**config.mk**
```make
export PLATFORM = sky130hd
export DESIGN_NAME = pport_regs
export DESIGN_NICKNAME = d
export VERILOG_FILES = /design/src/rtl/pport_pkg.sv /design/src/rtl/pport_sync.sv /design/src/rtl/pport_regfile.sv /design/src/rtl/pport_irq.sv /design/src/rtl/pport_regs.sv
export SDC_FILE = /design/constraint.sdc
export NUM_CORES = 1
export LEC_CHECK = 0
export ABC_CLOCK_PERIOD_IN_PS = 2800
export BUFFER_PORTS_ARGS = -buffer_cell sky130_fd_sc_hd__buf_2
export CAP_MARGIN = 30
export CORE_MARGIN = 1.5
export CORE_UTILIZATION = 30
export DETAILED_ROUTE_END_ITERATION = 12
export PLACE_DENSITY = 0.52
export SYNTH_ARGS = -nofsm -noshare
export SYNTH_HDL_FRONTEND = slang
export SYNTH_SLANG_ARGS = --single-unit
```
**constraint.sdc**
```tcl
create_clock -name clk -period 2.8 [get_ports clk]
set_clock_uncertainty 0.2 [all_clocks]
set_input_delay 0.28 -clock clk [delete_from_list [all_inputs] [get_ports clk]]
set_output_delay 0.28 -clock clk [all_outputs]
set_load 0.05 [all_outputs]
```
**src/rtl/pport_pkg.sv**
```systemverilog
// Package: shared offsets, inversion masks and reset constants for the
// parallel port register block. Assumes byte-wide registers.
package pport_pkg;
    localparam int DW = 8;
    localparam int CW = 4;
    localparam int SW = 5;
    localparam logic [1:0] OFS_DATA = 2'd0;
    localparam logic [1:0] OFS_STAT = 2'd1;
    localparam logic [1:0] OFS_CTRL = 2'd2;
    // register-to-pin inversion for control bits 3..0 (1 = inverted)
    localparam logic [CW-1:0] CTL_INV = 4'b1011;
    // register value that releases every control pin high
    localparam logic [CW-1:0] CTL_RELEASE = 4'b0100;
endpackage

```
**src/rtl/pport_sync.sv**
```systemverilog
// Module: multi-stage synchronizer for asynchronous pin inputs.
// Assumes each bit is independent; no bus coherency is implied.
module pport_sync #(
    parameter int WIDTH  = 8,
    parameter int STAGES = 2
) (
    input  logic             clk,
    input  logic             rst_n,
    input  logic [WIDTH-1:0] d,
    output logic [WIDTH-1:0] q
);
    logic [WIDTH-1:0] stage [STAGES];

    // shift the pin value through the flop chain
    always_ff @(posedge clk) begin
        if (!rst_n) begin
            for (int i = 0; i < STAGES; i++) stage[i] <= '1;
        end else begin
            stage[0] <= d;
            for (int i = 1; i < STAGES; i++) stage[i] <= stage[i-1];
        end
    end

    assign q = stage[STAGES-1];
endmodule

```
**src/rtl/pport_regfile.sv**
```systemverilog
// Module: writable state of the port (data latch, mode bits, control bits).
// Assumes one access per clock; writes take effect at the next edge.
module pport_regfile
    import pport_pkg::*;
(
    input  logic          clk,
    input  logic          rst_n,
    input  logic          wr_en,
    input  logic [1:0]    addr,
    input  logic [5:0]    wdata,
    input  logic [DW-1:0] wdata_full,
    output logic [DW-1:0] data_q,
    output logic          in_mode,
    output logic          irq_en,
    output logic [CW-1:0] ctl_q
);
    // latch the data byte on a data-register write
    always_ff @(posedge clk) begin
        if (!rst_n)                          data_q <= '0;
        else if (wr_en && addr == OFS_DATA)  data_q <= wdata_full;
    end

    // latch mode and control bits on a control-register write
    always_ff @(posedge clk) begin
        if (!rst_n) begin
            in_mode <= 1'b0;
            irq_en  <= 1'b0;
            ctl_q   <= CTL_RELEASE;
        end else if (wr_en && addr == OFS_CTRL) begin
            in_mode <= wdata[5];
            irq_en  <= wdata[4];
            ctl_q   <= wdata[CW-1:0];
        end
    end
endmodule

```
**src/rtl/pport_irq.sv**
```systemverilog
// Module: rising-edge detector on the synchronized acknowledge line with
// a gated one-clock request pulse. Assumes ack_s is already synchronous.
module pport_irq (
    input  logic clk,
    input  logic rst_n,
    input  logic ack_s,
    input  logic irq_en,
    output logic irq_pulse
);
    logic ack_prev;

    // remember the previous acknowledge level
    always_ff @(posedge clk) begin
        if (!rst_n) ack_prev <= 1'b1;
        else        ack_prev <= ack_s;
    end

    // emit one pulse per low-to-high transition while enabled
    always_ff @(posedge clk) begin
        if (!rst_n) irq_pulse <= 1'b0;
        else        irq_pulse <= irq_en && ack_s && !ack_prev;
    end
endmodule

```
**src/rtl/pport_regs.sv**
```systemverilog
// Module: top of the bidirectional parallel port register block.
// Decodes byte accesses, applies pin inversions, and drives the tri-state
// and open-collector enables. Assumes pins are sampled asynchronously.
module pport_regs
    import pport_pkg::*;
#(
    parameter int SYNC_STAGES = 2
) (
    input  logic         clk,
    input  logic         rst_n,
    input  logic         bus_sel,
    input  logic         bus_wr,
    input  logic [1:0]   bus_addr,
    input  logic [7:0]   bus_wdata,
    output logic [7:0]   bus_rdata,
    output logic [7:0]   dat_out,
    output logic         dat_oe,
    input  logic [7:0]   dat_in,
    output logic [3:0]   ctl_pull_low,
    input  logic [3:0]   ctl_in,
    input  logic [4:0]   sts_in,
    output logic         irq_pulse,
    output logic         irq_oe
);
    localparam int PW = DW + CW + SW;

    logic [PW-1:0] pins_s;
    logic [DW-1:0] dat_s;
    logic [CW-1:0] ctl_s;
    logic [SW-1:0] sts_s;
    logic [DW-1:0] data_q;
    logic [CW-1:0] ctl_q;
    logic          in_mode, irq_en;

    pport_sync #(.WIDTH(PW), .STAGES(SYNC_STAGES)) u_sync (
        .clk(clk), .rst_n(rst_n),
        .d({dat_in, ctl_in, sts_in}), .q(pins_s)
    );
    assign {dat_s, ctl_s, sts_s} = pins_s;

    pport_regfile u_rf (
        .clk(clk), .rst_n(rst_n),
        .wr_en(bus_sel && bus_wr), .addr(bus_addr),
        .wdata(bus_wdata[5:0]), .wdata_full(bus_wdata),
        .data_q(data_q), .in_mode(in_mode), .irq_en(irq_en), .ctl_q(ctl_q)
    );

    pport_irq u_irq (
        .clk(clk), .rst_n(rst_n), .ack_s(sts_s[3]),
        .irq_en(irq_en), .irq_pulse(irq_pulse)
    );

    // pin-side drive: data bus, direction, open-collector pulls, irq driver
    always_comb begin
        dat_out      = data_q;
        dat_oe       = !in_mode;
        ctl_pull_low = ~(ctl_q ^ CTL_INV);
        irq_oe       = irq_en;
    end

    // register read multiplexer
    always_comb begin
        unique case (bus_addr)
            OFS_DATA: bus_rdata = dat_s;
            OFS_STAT: bus_rdata = {~sts_s[4], sts_s[3:0], 3'b111};
            OFS_CTRL: bus_rdata = {2'b11, in_mode, irq_en, ctl_s ^ CTL_INV};
            default:  bus_rdata = 8'hFF;
        endcase
    end
endmodule

```
* After elaboration in Yosys (flattened, before gate mapping)
Memories as Yosys holds them, arrays and structs flattened. Cells that the tools add are included.
Operators by class: $mul 0, divide/modulo/power cells 0, shift-type cells 0, mux-type cells 5, reductions and logical operators 8, $add $sub $neg 0, bitwise logic cells 6, $lt $le $gt $ge 0, equal/unequal tests 2
Operators with widths (number):
- $mux W17 | 2
- $pmux W8 S3 | 1
- $not A3 Y3 | 2
- $logic_and A1 B1 Y1 | 5
- $not A4 Y4 | 1
- $eq A2 B1 Y1 const B | 1
- $eq A2 B2 Y1 const B | 1
- $logic_not A1 Y1 | 2
- $logic_not A2 Y1 | 1
- $mux W1 | 2
- $or A1 B1 Y1 | 2
- $not A1 Y1 | 1
Storage, ports and cells: bits in registers 16, memories 1, ROM bits 0, bits in writable memories 34, output and inout port bits 23, bits of input ports 31, latch bits 0, word-level logic and storage cells 28
Memory list:
- u_sync.stage | depth 2, width 17, rd ports 2, clocked after Yosys merged registers in 0, write ports 2, RTL line pport_sync.sv:12 | logic [WIDTH-1:0] stage [STAGES];

* Longest topological paths before layout
depth after elaboration 2, mapped depth 4, gate-level depth less buffers 2

* Modules after synthesis
Synthesis repeated with hierarchy kept, for this count alone.
Unflattened totals: cells, all modules 181, area, all modules 1870.5 um^2
By module, submodules not included:
- pport_sync | seq. area each 680.7 um^2, area an instance 1039.7 um^2, times used 1, cells an instance 88
- pport_regfile | seq. area each 280.3 um^2, area an instance 585.6 um^2, times used 1, cells an instance 63
- pport_regs | seq. area each 0.0 um^2, area an instance 188.9 um^2, times used 1, cells an instance 26
- pport_irq | seq. area each 40.0 um^2, area an instance 56.3 um^2, times used 1, cells an instance 4

* Worst setup path after synthesis
No wires, ideal clock.
kind reg2out, start point reg u_rf.irq_en, end point out bus_rdata[4], setup slack 808 ps, required time 2320 ps, arrival 1512 ps, stages on the path, launching flop included 3, path buffers 0, cell sequence dfxtp_1 > inv_1 > a2bb2oi_1
On the way: cells in the longest elaborated chain, start to end 1
Ends and longest elaborated chain:
- from (decl) | RTL line pport_regfile.sv:14 | output logic irq_en,
- from (signal assigned) | RTL line pport_regfile.sv:31 | irq_en <= wdata[4];
- $pmux W8 S3 | RTL line pport_regs.sv:63 | unique case (bus_addr)
- to (decl) | RTL line pport_regs.sv:15 | output logic [7:0] bus_rdata,
No other way between the ends.

==> impl_metrics.env <==
export IMPL_dieArea_um2=6246
export IMPL_fin_crit_ps=1726
export IMPL_syn_num_nets=192
export IMPL_cts_hold_buf=17
export IMPL_busiest_layer="met2"
export IMPL_yosys_warnings=0
export IMPL_grt_first_pass_wirelength_um=4892
export IMPL_insertion_delay_ps=290
export IMPL_finalMaxSlewViolations=0
export IMPL_stdcell_count=299
export IMPL_htreeDepth=2
export IMPL_grt_pass1_vias=1111
export IMPL_fp_dieH_um=79.03
export IMPL_routed_via_density=4.020
export IMPL_critPathKind="reg2out"
export IMPL_met3_usage_pct=4.253
export IMPL_cts_buffers=5
export IMPL_outcome="complete, no violations"
export IMPL_finalPower_mw=1.501
export IMPL_cap_viol_max_count=0
export IMPL_grt_usage_pct=10.37
export IMPL_start_kind="flop"
export IMPL_n_antenna_cell=0
export IMPL_grt_ovfl_total=0
export IMPL_clock_fmax_mhz=579.5
export IMPL_core_um2=5540
export IMPL_max_slew_margin_rel_pct=44.87
export IMPL_synth_area_um2=1734
export IMPL_final_area_um2=2321
export IMPL_placed_area_um2=2008
export IMPL_drtIter0Drc=30
export IMPL_hp_class="in2reg"
export IMPL_setup_violations_final=0
export IMPL_syn2layout_area_growth_pct=33.84
export IMPL_grt_max_degree=52
export IMPL_yosysSeqAreaShare_pct=57.72
export IMPL_setup_tns_ps=0
export IMPL_wl_per_cell_um=9.943
export IMPL_groute_layer_met2_usage_pct=18.03
export IMPL_syn_instance_count=161
export IMPL_nFillCells=560
export IMPL_postSynthAreaPerCell_um2=10.77
export IMPL_dp_hpwl_um=1990
export IMPL_ys_ff_latch=50
export IMPL_gp_congestion=0.6956
export IMPL_drc=0
export IMPL_synth_distinct_cells=19
export IMPL_die_x_um=79.03
export IMPL_p_per_area_nw_per_um2=646.8
export IMPL_drive_gt1_share_pct=29.52
export IMPL_routed_via_count=1202
export IMPL_rsz0062_at_grt="false"
export IMPL_cts_sinks=50
export IMPL_dp_cells=274
export IMPL_numPortBuffers=53
export IMPL_grtUsageMet1_pct=10.88
export IMPL_worstPathRequired_ps=2320
export IMPL_dr_pass1_iters=4
export IMPL_fin_crit_sh_pct=61.63
export IMPL_peakVddDrop_mv=0.2586
export IMPL_clock_root_buffer="clkbuf_8"
export IMPL_antenna_found_initial=0
export IMPL_p_leak_nw=1.000
export IMPL_fin_nets=257
export IMPL_cp_end_kind="output pin"
export IMPL_cts_setup_buffers=0
export IMPL_row_count=27
export IMPL_tightest_slew_ps=827.0
export IMPL_ctsLongestPathBuffers=2
export IMPL_cts_resized=0
export IMPL_wl_um=2973
export IMPL_drtAntennaViolNets=0
export IMPL_cp_max_fo=1
export IMPL_cts_tree="done"
export IMPL_boundaryPins=54
export IMPL_finalHoldViolations=0
export IMPL_arrival_ps=1250
export IMPL_initial_utilization_pct=31.30
export IMPL_clkTransAtPathRegs_ps=90
-- state kept, by name, indices dropped and copies added, names as in the netlist --
register         count
u_irq.ack_prev       1
u_rf.data_q          8
u_rf.ctl_q           4
u_rf.in_mode         1
u_sync.stage        34
u_rf.irq_en          1
u_irq.irq_pulse      1
-- logic make-up (layout without fill, tap and decap cells) --
| family | count (synthesis) | in the layout | share of synthesized area, % |
|---|---|---|---|
| simple gates | 70 | 70 | 22.66 |
| flops | 50 | 50 | 57.72 |
| mux | 17 | 17 | 10.03 |
| buf+inv | 16 | 82 | 5.772 |
| compound gates | 8 | 8 | 3.824 |
-- cell usage after synthesis --
master | number | area (µm²)
mux2i_1 | 14 | 140.1
a211o_1 | 2 | 17.52
buf_6 | 3 | 33.78
and4bb_1 | 1 | 12.51
or2_1 | 2 | 12.51
inv_1 | 3 | 11.26
buf_2 | 2 | 10.01
mux2_2 | 3 | 33.78
a21o_1 | 3 | 22.52
and4b_2 | 1 | 11.26
dfxtp_1 | 50 | 1001
buf_4 | 4 | 30.03
a2bb2oi_1 | 3 | 26.28
and4b_1 | 1 | 10.01
nor2b_1 | 5 | 31.28
or2_2 | 1 | 6.260
clkbuf_1 | 4 | 15.01
nand2b_1 | 35 | 219.0
nand2_1 | 24 | 90.09
-- per-layer routing --
layer | wire length (µm) | part of all wire, %
met4 | 36 | 1.2
met3 | 222 | 7.5
met5 | 0 | 0
met2 | 1429 | 48
met1 | 1285 | 43
-- per-stage QoR --
stage	setup slack, ps	utilization, %	hold slack (ps)
2_1_floorplan	808.0	-	181.5
5_1_grt	1010	41.89	22.14
3_3_place_gp	1079	36.25	189.4
3_5_place_dp	1077	36.25	191.7
4_1_cts	1069	41.89	18.70
6_report	1074	41.89	29.28
-- final cells by class --
type	count	area, µm²	area share (%)
sequential	50	1001	43.13
timing repair buffer	71	442.9	19.08
multi-input combinational	95	633.1	27.28
inverter	3	11.26	0.4852
tap	72	90.09	3.881
clock inverter	2	60.06	2.588
clock buffer	6	82.58	3.558
-- placed cells by master, fill, tap and decap left out, drive strengths merged --
cell type / n
and4b: 2
inv: 3
buf: 54
mux2: 3
mux2i: 14
nand2b: 35
a211o: 2
dlygate4sd3: 17
dfxtp: 50
nand2: 24
nor2b: 5
or2: 3
a21o: 3
bufinv: 2
clkbuf: 6
and4bb: 1
a2bb2oi: 3
-- where the power goes --
part | total (mW) | switching (mW) | internal [mW]
registers | 0.744 | 0.00616 | 0.738
clock network | 0.603 | 0.223 | 0.381
logic | 0.154 | 0.0867 | 0.0671
total | 1.50 | 0.316 | 1.19
-- critical path, cell delays in order, from the launching register on --
cell and delay [ps]:
dfxtp_1 320, mux2_2 130, a2bb2oi_1 200, buf_2 300
-- path summary, 6_finish.rpt --
path / start / to / slack [ps] / depth (start not counted)
min: bus_wdata[7] / u_rf.data_q[7] / 30 / 3
max: u_sync.stage[0][29] / bus_rdata[3] / 1070 / 3
max reg2reg: u_rf.irq_en / u_irq.irq_pulse / 1960 / 1
min reg2reg: u_sync.stage[0][8] / u_sync.stage[0][25] / 200 / 1
Note: power is estimated with default switching activity, not from simulation.
